==> config.mk <==
export PLATFORM = sky130hd
export DESIGN_NAME = br_resolve_unit
export DESIGN_NICKNAME = d
export VERILOG_FILES = /design/src/rtl/br_resolve_pkg.sv /design/src/rtl/br_cond_eval.sv /design/src/rtl/br_target_add.sv /design/src/rtl/br_hazard_det.sv /design/src/rtl/br_resolve_unit.sv
export SDC_FILE = /design/constraint.sdc
export NUM_CORES = 1
export LEC_CHECK = 0
export CAP_MARGIN = 0
export CORE_MARGIN = 5
export CORE_UTILIZATION = 37
export CTS_CLUSTER_DIAMETER = 120
export DETAILED_ROUTE_END_ITERATION = 8
export HOLD_SLACK_MARGIN = 0.06
export MAX_ROUTING_LAYER = met4
export PLACE_DENSITY_LB_ADDON = 0.12
export SKIP_CTS_REPAIR_TIMING = 1
export SLEW_MARGIN = 20
export SYNTH_ARGS = -nofsm -noshare
export SYNTH_HDL_FRONTEND = slang
export SYNTH_SLANG_ARGS = --single-unit
==> constraint.sdc <==
create_clock -name clk -period 7.4 [get_ports clk]
set_input_delay 1.48 -clock clk [delete_from_list [all_inputs] [get_ports clk]]
set_output_delay 1.48 -clock clk [all_outputs]
set_load 0.01 [all_outputs]
==> src/rtl/br_resolve_pkg.sv <==
package br_resolve_pkg;

    typedef enum logic [2:0] {
        BK_NONE = 3'd0,
        BK_EQ   = 3'd1,
        BK_NE   = 3'd2,
        BK_EZ   = 3'd3,
        BK_NZ   = 3'd4,
        BK_LTZ  = 3'd5,
        BK_GEZ  = 3'd6,
        BK_RSV  = 3'd7
    } br_kind_e;

    typedef struct packed {
        logic redirect;
        logic flush;
        logic stall;
    } br_ctl_t;

    function automatic logic kind_uses_rt(input br_kind_e k);
        return (k == BK_EQ) || (k == BK_NE);
    endfunction

    function automatic logic kind_is_branch(input br_kind_e k);
        return (k != BK_NONE) && (k != BK_RSV);
    endfunction

endpackage

==> src/rtl/br_cond_eval.sv <==
module br_cond_eval
    import br_resolve_pkg::*;
#(
    parameter int XLEN = 32
) (
    input  br_kind_e             kind,
    input  logic [XLEN-1:0]      a,
    input  logic [XLEN-1:0]      b,
    output logic                 taken
);
    logic a_zero;
    logic ab_same;
    logic a_neg;

    assign a_zero  = ~|a;
    assign ab_same = ~|(a ^ b);
    assign a_neg   = a[XLEN-1];

    always_comb begin
        unique case (kind)
            BK_EQ:   taken = ab_same;
            BK_NE:   taken = ~ab_same;
            BK_EZ:   taken = a_zero;
            BK_NZ:   taken = ~a_zero;
            BK_LTZ:  taken = a_neg;
            BK_GEZ:  taken = ~a_neg;
            default: taken = 1'b0;
        endcase
    end
endmodule

==> src/rtl/br_target_add.sv <==
module br_target_add #(
    parameter int XLEN   = 32,
    parameter int ISHIFT = 2
) (
    input  logic [XLEN-1:0] seq_pc,
    input  logic [XLEN-1:0] offs,
    output logic [XLEN-1:0] target
);
    logic [XLEN-1:0] byte_offs;

    assign byte_offs = offs << ISHIFT;
    assign target    = seq_pc + byte_offs;
endmodule

==> src/rtl/br_hazard_det.sv <==
module br_hazard_det #(
    parameter int REG_AW = 5
) (
    input  logic [REG_AW-1:0] src0,
    input  logic [REG_AW-1:0] src1,
    input  logic              src1_used,
    input  logic              ex_wen,
    input  logic [REG_AW-1:0] ex_rd,
    input  logic              mem_load,
    input  logic [REG_AW-1:0] mem_rd,
    output logic              hazard
);
    localparam int NSRC = 2;

    logic [REG_AW-1:0] src   [NSRC];
    logic [NSRC-1:0]   used;
    logic [NSRC-1:0]   hit;

    assign src[0]  = src0;
    assign src[1]  = src1;
    assign used[0] = 1'b1;
    assign used[1] = src1_used;

    for (genvar i = 0; i < NSRC; i++) begin : g_src
        logic nz;
        logic ex_hit;
        logic mem_hit;
        assign nz      = |src[i];
        assign ex_hit  = ex_wen   && (ex_rd  == src[i]);
        assign mem_hit = mem_load && (mem_rd == src[i]);
        assign hit[i]  = used[i] && nz && (ex_hit || mem_hit);
    end

    assign hazard = |hit;
endmodule

==> src/rtl/br_resolve_unit.sv <==
module br_resolve_unit
    import br_resolve_pkg::*;
#(
    parameter int XLEN       = 32,
    parameter int REG_AW     = 5,
    parameter bit DELAY_SLOT = 1'b0
) (
    input  logic              clk,
    input  logic              rst,
    input  logic              id_valid,
    input  logic [2:0]        br_kind,
    input  logic [XLEN-1:0]   opnd_a,
    input  logic [XLEN-1:0]   opnd_b,
    input  logic [XLEN-1:0]   offset_imm,
    input  logic [XLEN-1:0]   pc_plus4,
    input  logic [REG_AW-1:0] rs_idx,
    input  logic [REG_AW-1:0] rt_idx,
    input  logic              ex_wen,
    input  logic [REG_AW-1:0] ex_rd,
    input  logic              mem_load,
    input  logic [REG_AW-1:0] mem_rd,
    output logic              pc_sel,
    output logic [XLEN-1:0]   br_target,
    output logic              flush_if,
    output logic              br_stall
);
    br_kind_e kind;
    logic     cond_true;
    logic     hazard;
    logic     shadow_q;
    logic     active;
    br_ctl_t  ctl;

    assign kind = br_kind_e'(br_kind);

    br_cond_eval #(.XLEN(XLEN)) u_cond (
        .kind  (kind),
        .a     (opnd_a),
        .b     (opnd_b),
        .taken (cond_true)
    );

    br_target_add #(.XLEN(XLEN), .ISHIFT(2)) u_tgt (
        .seq_pc (pc_plus4),
        .offs   (offset_imm),
        .target (br_target)
    );

    br_hazard_det #(.REG_AW(REG_AW)) u_haz (
        .src0      (rs_idx),
        .src1      (rt_idx),
        .src1_used (kind_uses_rt(kind)),
        .ex_wen    (ex_wen),
        .ex_rd     (ex_rd),
        .mem_load  (mem_load),
        .mem_rd    (mem_rd),
        .hazard    (hazard)
    );

    assign active = id_valid && kind_is_branch(kind) && !shadow_q;

    always_comb begin
        ctl.stall    = active && hazard;
        ctl.redirect = active && !hazard && cond_true;
        ctl.flush    = DELAY_SLOT ? 1'b0 : ctl.redirect;
    end

    always_ff @(posedge clk) begin
        if (rst) shadow_q <= 1'b0;
        else     shadow_q <= ctl.redirect;
    end

    assign pc_sel   = ctl.redirect;
    assign flush_if = ctl.flush;
    assign br_stall = ctl.stall;
endmodule

* Word-level counts from Yosys, hierarchy flattened
Index checks and enable logic that the tools add are counted.
Widths: inputs -> output; s select.
** Word-level totals
- Memory bits (writable) :: 0
- Bits in latches :: 0
- Bits of input ports :: 156
- Word-level logic and storage cells :: 42
- Output and inout bits :: 35
- Register bits :: 1
- Bits in read-only memories :: 0
- Memories :: 0
** Operators by class
- Div/mod/pow operators :: 0
- Bitwise operators :: 2
- Reductions and logical operators :: 26
- $mul :: 0
- Add/sub/neg operators :: 1
- Shift operators :: 0
- Multiplexer cells :: 1
- Equality and inequality tests :: 11
- Magnitude comparators :: 0
** Operators by type and width (number)
- $reduce_or 32->1 :: 2
- $add 32x32->32 :: 1
- $xor 32x32->32 :: 1
- $eq 5x5->1 :: 4
- $logic_and 1x1->1 :: 13
- $reduce_or 5->1 :: 2
- $eq 3x3->1 const B :: 3
- $eq 3x2->1 const B :: 2
- $pmux 1 s6 :: 1
- $logic_not 1->1 :: 4
- $eq 3x1->1 const B :: 1
- $logic_or 1x1->1 :: 3
- $ne 3x3->1 const B :: 1
- $reduce_bool 3->1 :: 1
- $reduce_or 2->1 :: 1
- $not 1->1 :: 1

* Logic depth before layout (Yosys ltp)
Gate-level depths: netlist of the first run.
- Depth after elaboration :: 8
- Gate-level depth with buffers :: 10

* Modules after synthesis
From an unflattened synthesis of the first run, not the netlist that was laid out.
** Unflattened totals
- Cells, all modules :: 331
- Area, all modules :: 2438.6 sq um
** Modules (own cells, without submodules)
- br_target_add :: area an instance 1615.3 sq um, cells an instance 225, times used 1, seq. area each 0.0 sq um
- br_cond_eval :: area an instance 465.4 sq um, cells an instance 62, times used 1, seq. area each 0.0 sq um
- br_hazard_det :: area an instance 260.2 sq um, cells an instance 33, times used 1, seq. area each 0.0 sq um
- br_resolve_unit :: area an instance 97.6 sq um, cells an instance 11, times used 1, seq. area each 20.0 sq um

* Worst setup path before layout of the first run
No wires, ideal clock.
- Path type :: in2out
- Start :: input port offset_imm[0]
- End :: output port br_target[30]
- Arrival :: 3318 ps
- Buffers on the path :: 0
- Slack :: 2602 ps
- Data required time :: 5920 ps
- Cell stages on the path :: 10
- Cell sequence :: ha_1 -> inv_1 -> fa_1 -> nor2b_1 -> o31a_2 -> o211ai_2 -> nand2_1 -> a31oi_1 -> or4b_1 -> nand4_1
** Between the ends
- Word-level cells in the longest chain between the ends :: 1
** RTL lines
- from (decl) :: line br_resolve_unit.sv:14 : input logic [XLEN-1:0] offset_imm,
- $add 32x32->32 :: line br_target_add.sv:12 : assign target = seq_pc + byte_offs;
- to (decl) :: line br_resolve_unit.sv:23 : output logic [XLEN-1:0] br_target,
Every way passes these cells.

* Worst setup path after layout of the first run
Ends and elaborated chain as after synthesis.

==> results of run 1 <==
## logic make-up after synthesis
group	Yosys count
AOI/OAI and AO/OA	99
buffers and inverters	19
xor gates and xnor gates	77
muxes	2
adders and majority gates	30
DFF	1
and+or+nand+nor	111
## layout make-up
class                           count  share of cell area
Multi-Input combinational cell    319               0.534
Tap cell                           77              0.0225
Sequential cell                     1             0.00467
Timing Repair Buffer              184               0.430
Inverter                           10             0.00876
## metrics by stage
step / instance area, sq um / std cells / total power [mW] / hold WS (ps)
floorplan: 2400 / 339 / 0.181 / 624
global placement: 4290 / 591 / 0.367 / 704
detailed placement: 4290 / 591 / 0.373 / 724
CTS: 4290 / 591 / 0.375 / 723
global route: 4290 / 591 / 0.401 / 749
finish: 4290 / 591 / 0.372 / 731
## metal layers
metal	vias to the layer above	global-route usage	wire length [um]
met5	-	-	0
met4	0	0.0521	247
met3	16	0.0375	686
met2	134	0.400	4820
met1	1463	0.209	3390
li1	1622	-	-
## path summary, 6_finish.rpt
path	from	endpoint	slack, ps	depth (start not counted)
worst min-delay path	shadow_q	shadow_q	730	3
worst max-delay path	offset_imm[0]	br_target[30]	1410	12
worst min register to register	shadow_q	shadow_q	730	3
worst max register to register	shadow_q	shadow_q	6390	3
## worst min-delay path, delay by kind of cell, from the launching register on
kind / cells / cell delay, ps
and+or+nand+nor: 2 / 310
DFF: 1 / 280
AOI/OAI and AO/OA: 1 / 90
## where the power goes
group          internal (mW)  switching, mW  leakage (nW)  total, mW
clock                      0              0             0          0
combinational          0.212          0.155          1.60      0.366
sequential           0.00572      0.0000368       0.00814    0.00576
total                  0.217          0.155          1.61      0.372
## cell usage after synthesis, types with 2 or more instances
cell type / instances / area share
a21o_1: 10 / 0.031
o211ai_1: 2 / 0.0063
xor2_1: 11 / 0.040
buf_4: 4 / 0.013
o22ai_1: 2 / 0.0052
nor4_1: 11 / 0.029
a31oi_1: 7 / 0.018
nand2_1: 24 / 0.038
o21a_1: 6 / 0.019
mux2i_1: 2 / 0.0083
nor2_1: 23 / 0.036
nand4_1: 21 / 0.055
o31ai_1: 3 / 0.0094
nand3_1: 6 / 0.013
a211oi_1: 3 / 0.0094
nor2b_1: 6 / 0.016
xnor2_1: 66 / 0.24
o21ai_0: 20 / 0.042
nand2b_1: 3 / 0.0078
inv_1: 10 / 0.016
clkbuf_1: 3 / 0.0047
a21oi_1: 29 / 0.061
ha_1: 29 / 0.15
buf_2: 2 / 0.0042
and2_1: 3 / 0.0078
and3_1: 2 / 0.0052
nor3_1: 6 / 0.013
o21ai_1: 2 / 0.0042
nor3b_1: 2 / 0.0063
==> metrics.md, run 1 <==
| Metric | Value |
|---|---|
| Cells after Synth | 339 |
| Most frequent cells in the layout | clkdlybuf4s50_1 (184), xnor2_1 (66), a21oi_1 (29), ha_1 (29), nand2_1 (24) |
| Relative slew slack | 0.691 |
| Worst slack, placed | 1400 ps |
| Register area share after synthesis | 0.00835 |
| Simple-Gate Fraction of Synth Area | 0.238 |
| I/O pin total | 191 |
| Overflow after GRT | 0 |
| Bufs and invs on worst path | 3 |
| Core ar. | 6310 sq um |
| Max-Cap Viols | 0 |
| Post-synth EDFFs | 0 |
| CP peak stage delay | 530 ps |
| Detailed Place HPWL | 8.33 mm |
| Fill count | 565 |
| Hold Fails Final Rpt | 0 |
| Synth Area in Compound Gates | 0.267 |
| Placer Congestion | 0.905 |
| Cell variety after synth | 50 |
| Crit start category | input port |
| Synth-to-layout area growth | 78.7% |
| Syn nets | 525 |
| # DRC | 0 |
| Clk Latency, worst-skew pair | 0 ps |
| Port bufs | 184 |
| Worst path arrival time | 4510 ps |
| Vias in the first global route | 3278 |
| Routed vias | 3235 |
| Most common cell after layout, fill and taps aside | clkdlybuf4s50_1 |
| Final period util | 0.809 |
| Final worst setup slack | 1410 ps |
| Primary FF master, synth | dfxtp_1 |
| CP cell instances | clkdlybuf4s50_1 -> ha_1 -> inv_1 -> fa_1 -> nor2b_1 -> o31a_2 -> o211ai_2 -> nand2_1 -> a31oi_1 -> or4b_1 -> nand4_1 -> clkdlybuf4s50_1 |
| Die footprint | 8190 sq um |
| DRT antenna net count | 0 |
| Lkg Pwr | 1.61 nW |
| Max Fclk | 0.167 GHz |
| Most flop-heavy register | shadow_q |
| XOR/XNOR Fraction of Synth Area | 0.281 |
| Initial DRC count | 53 |
| Reg clk slew, reported paths | 0 ps |
| YS warnings | 0 |
| Starting density of the core | 0.380 |
| Crit path top cell by count | clkdlybuf4s50_1 |
| Largest register FFs | 1 |
| Worst path required time | 5920 ps |
| First-pass DRT Iterations | 4 |
| Adder-cell area share of the yosys netlist | 0.160 |
| Largest family of logic cells by synthesized area | XOR/XNOR gates |
| Setup TNS | 0 ps |
| Antenna diode count | 0 |
| Core Rows | 29 |
| Worst slew pin tran | 452 ps |
| Outcome | finished clean |
| Worst Setup End Kind | output port |
| First-pass GRT wire length | 14.3 mm |
| Setup Skew | 0 ps |
| Post-Syn Area | 2400 sq um |
| Maximum fanout along the worst path | 4 |
| Largest net degree at the start of global routing | 9 |
| Area of the multi-input gates | 2290 sq um |
| Async set or reset register ratio after synthesis | 0 |
| Die X | 90.5 um |
| Worst Setup Path Type | in -> out |
| Family with the most delay on the worst path | buffers and inverters |
| Die H | 90.5 um |
| Routed len/inst | 15.5 um |
| Layout cells sized above 1 | 0.0136 |
| Critical-path top delay cell | clkdlybuf4s50_1 |
| Final setup viols | 0 |
| Power Dens Cells | 86.8 nW/um^2 |
| Syn Area/Cell | 7.08 sq um |
| Total GRT Usage | 0.206 |
| Yosys reg bits | 1 |
| Vias per cell | 5.47 |
| Initial antenna violation count | 0 |
| Post-route minimum period | 5990 ps |
| Max Slew Vio Count | 0 |
| Worst hold path type | reg -> reg |
| Layout Utilization | 0.679 |
| VDD IR-drop max | 54.9 uV |
| WL final | 9.15 mm |
| Top Registers | shadow_q x1 |
| Post-synthesis mux area share | 0.00835 |
| Sequential cell area | 20.0 sq um |
| Unrepaired setup endpoints after global routing | false |
| Fin nets | 702 |
(Power assumes the default switching activity.)
==> run 2, diff against run 1 <==
- CORE_UTILIZATION: 37 -> 34
- clock period: 7.4 -> 5.9 ns (I/O delays scaled with it)
==> run 2 against run 1 <==
Compared with the run above:
- clock skew is the same
- global-route usage decreased by 1.3 points
- worst setup slack worse by 920 ps
- sequential share of layout area barely moved
- wire length decreased by 2.8%
- power grew 24%
- via count is 3.4% lower
- largest power group unchanged
==> metrics.md, run 2 (same netlist as run 1, synthesis figures left out) <==
| Metric | Value |
|---|---|
| Outcome | finished clean |
| VDD IR-drop max | 55.0 uV (+0.16%) |
| Power Dens Cells | 107 nW/um^2 (+24%) |
| Unrepaired setup endpoints after global routing | false |
| Global-route met1 utilization | 0.208 (-0.00151) |
| Max Slew Vio Count | 0 (unchanged) |
| Fill count | 660 (+17%) |
| Worst path required time | 4720 ps (-1200 ps) |
| Synth-to-layout area growth | 79.7% |
| Routed vias | 3125 (-3.4%) |
| Port bufs | 184 (unchanged) |
| Vias per cell | 5.12 (-6.4%) |
| Routed len/inst | 14.6 um (-5.8%) |
| Global routing's busiest layer | met2 |
| Initial antenna violation count | 0 (unchanged) |
| Crit start category | input port |
| Worst Setup Path Type | in -> out |
| Antenna diode count | 0 (unchanged) |
| Worst path arrival time | 4230 ps (-280 ps) |
| Vias in the first global route | 3309 (+0.95%) |
| Core Rows | 30 (+3.4%) |
| Final period util | 0.917 |
| Max Fclk | 0.185 GHz |
| First-pass DRT Iterations | 6 (+2) |
| Maximum fanout along the worst path | 4 (unchanged) |
| Total GRT Usage | 0.193 (-0.0130) |
| Most common cell after layout, fill and taps aside | clkdlybuf4s50_1 |
| Area of the multi-input gates | 2290 sq um (unchanged) |
| Layout cells sized above 1 | 0.0136 (unchanged) |
| Layout Utilization | 0.631 (-0.0480) |
| Clk Latency, worst-skew pair | 0 ps (unchanged) |
| Setup TNS | 0 ps (unchanged) |
| Max-Cap Viols | 0 (unchanged) |
| Initial DRC count | 67 (+26%) |
| Largest net degree at the start of global routing | 9 (unchanged) |
| Worst slew pin tran | 483 ps (+31.7 ps) |
| Hold Fails Final Rpt | 0 (unchanged) |
| Largest register FFs | 1 (unchanged) |
| I/O pin total | 191 (unchanged) |
| Placer Congestion | 0.864 (-4.5%) |
| Die X | 94.0 um (+3.8%) |
| First-pass GRT wire length | 14.0 mm (-2.4%) |
| WL final | 8.89 mm (-2.8%) |
| Worst Setup End Kind | output port |
| Post-route minimum period | 5410 ps |
| Overflow after GRT | 0 (unchanged) |
| # DRC | 0 (unchanged) |
| Most frequent cells in the layout | clkdlybuf4s50_1 (184), xnor2_1 (66), a21oi_1 (29), ha_1 (29), nand2_1 (24) |
| GR Util met3 | 0.0409 (+0.00337) |
| Die H | 94.0 um (+3.8%) |
| Starting density of the core | 0.351 (-0.0288) |
| Worst hold path type | reg -> reg |
| Detailed Place HPWL | 8.20 mm (-1.5%) |
| Die footprint | 8830 sq um (+7.8%) |
| Most flop-heavy register | shadow_q |
| Top Registers | shadow_q x1 |
| Lkg Pwr | 1.61 nW (unchanged) |
| Setup Skew | 0 ps (unchanged) |
| Sequential cell area | 20.0 sq um (unchanged) |
| Final setup viols | 0 (unchanged) |
| Fin nets | 702 (unchanged) |
| Core ar. | 6830 sq um (+8.2%) |
| Relative slew slack | 0.669 (-0.0217) |
| Final hold slack | 723 ps (-7.71 ps) |
| Reg clk slew, reported paths | 0 ps (unchanged) |
| DRT antenna net count | 0 (unchanged) |
| Grt met2 use | 0.368 (-0.0323) |
-- run 2: cell type report --
type / instances / share of cell area
inverters: 10 / 0.00871
multi-input cells: 319 / 0.531
flip-flops and latches: 1 / 0.00465
well taps: 96 / 0.0279
repair buffers: 184 / 0.427
-- run 2: worst max-delay path: stages --
cell,delay (ps)
clkdlybuf4s50_1,460
ha_1,170
inv_1,60
fa_1,400
nor2b_1,170
o31a_2,200
o211ai_2,110
nand2_1,160
a31oi_1,190
or4b_1,500
nand4_1,100
clkdlybuf4s50_1,540
-- run 2: path summary, 6_finish.rpt --
check	startpoint	endpoint	slack, ps	depth (start not counted)
hold / removal	shadow_q	shadow_q	720	3
hold reg to reg	shadow_q	shadow_q	720	3
setup reg to reg	shadow_q	shadow_q	4900	3
setup / recovery	offset_imm[0]	br_target[30]	490	12
-- run 2: report_power, final --
group,internal (mW),leakage [nW],switching (mW)
clock,0,0,0
combinational,0.265,1.60,0.190
sequential,0.00718,0.00814,0.0000825
total,0.273,1.61,0.190
-- run 2: routing by layer --
| metal | routed length [um] | vias up | part of all wire |
|---|---|---|---|
| met5 | 0 | - | 0 |
| met4 | 140 | 0 | 0.016 |
| met3 | 747 | 12 | 0.084 |
| met2 | 4590 | 125 | 0.52 |
| met1 | 3420 | 1373 | 0.38 |
| li1 | - | 1615 | - |
-- run 2: through the flow --
stage                     total power [mW]  setup slack (ps)  cell area (sq um)  instances
after CTS                            0.466               481               4310        610
after detailed placement             0.464               506               4310        610
after global routing                 0.505               315               4310        610
final                                0.463               489               4310        610
after floorplan                      0.227              1700               2400        339
after global placement               0.459               524               4310        610
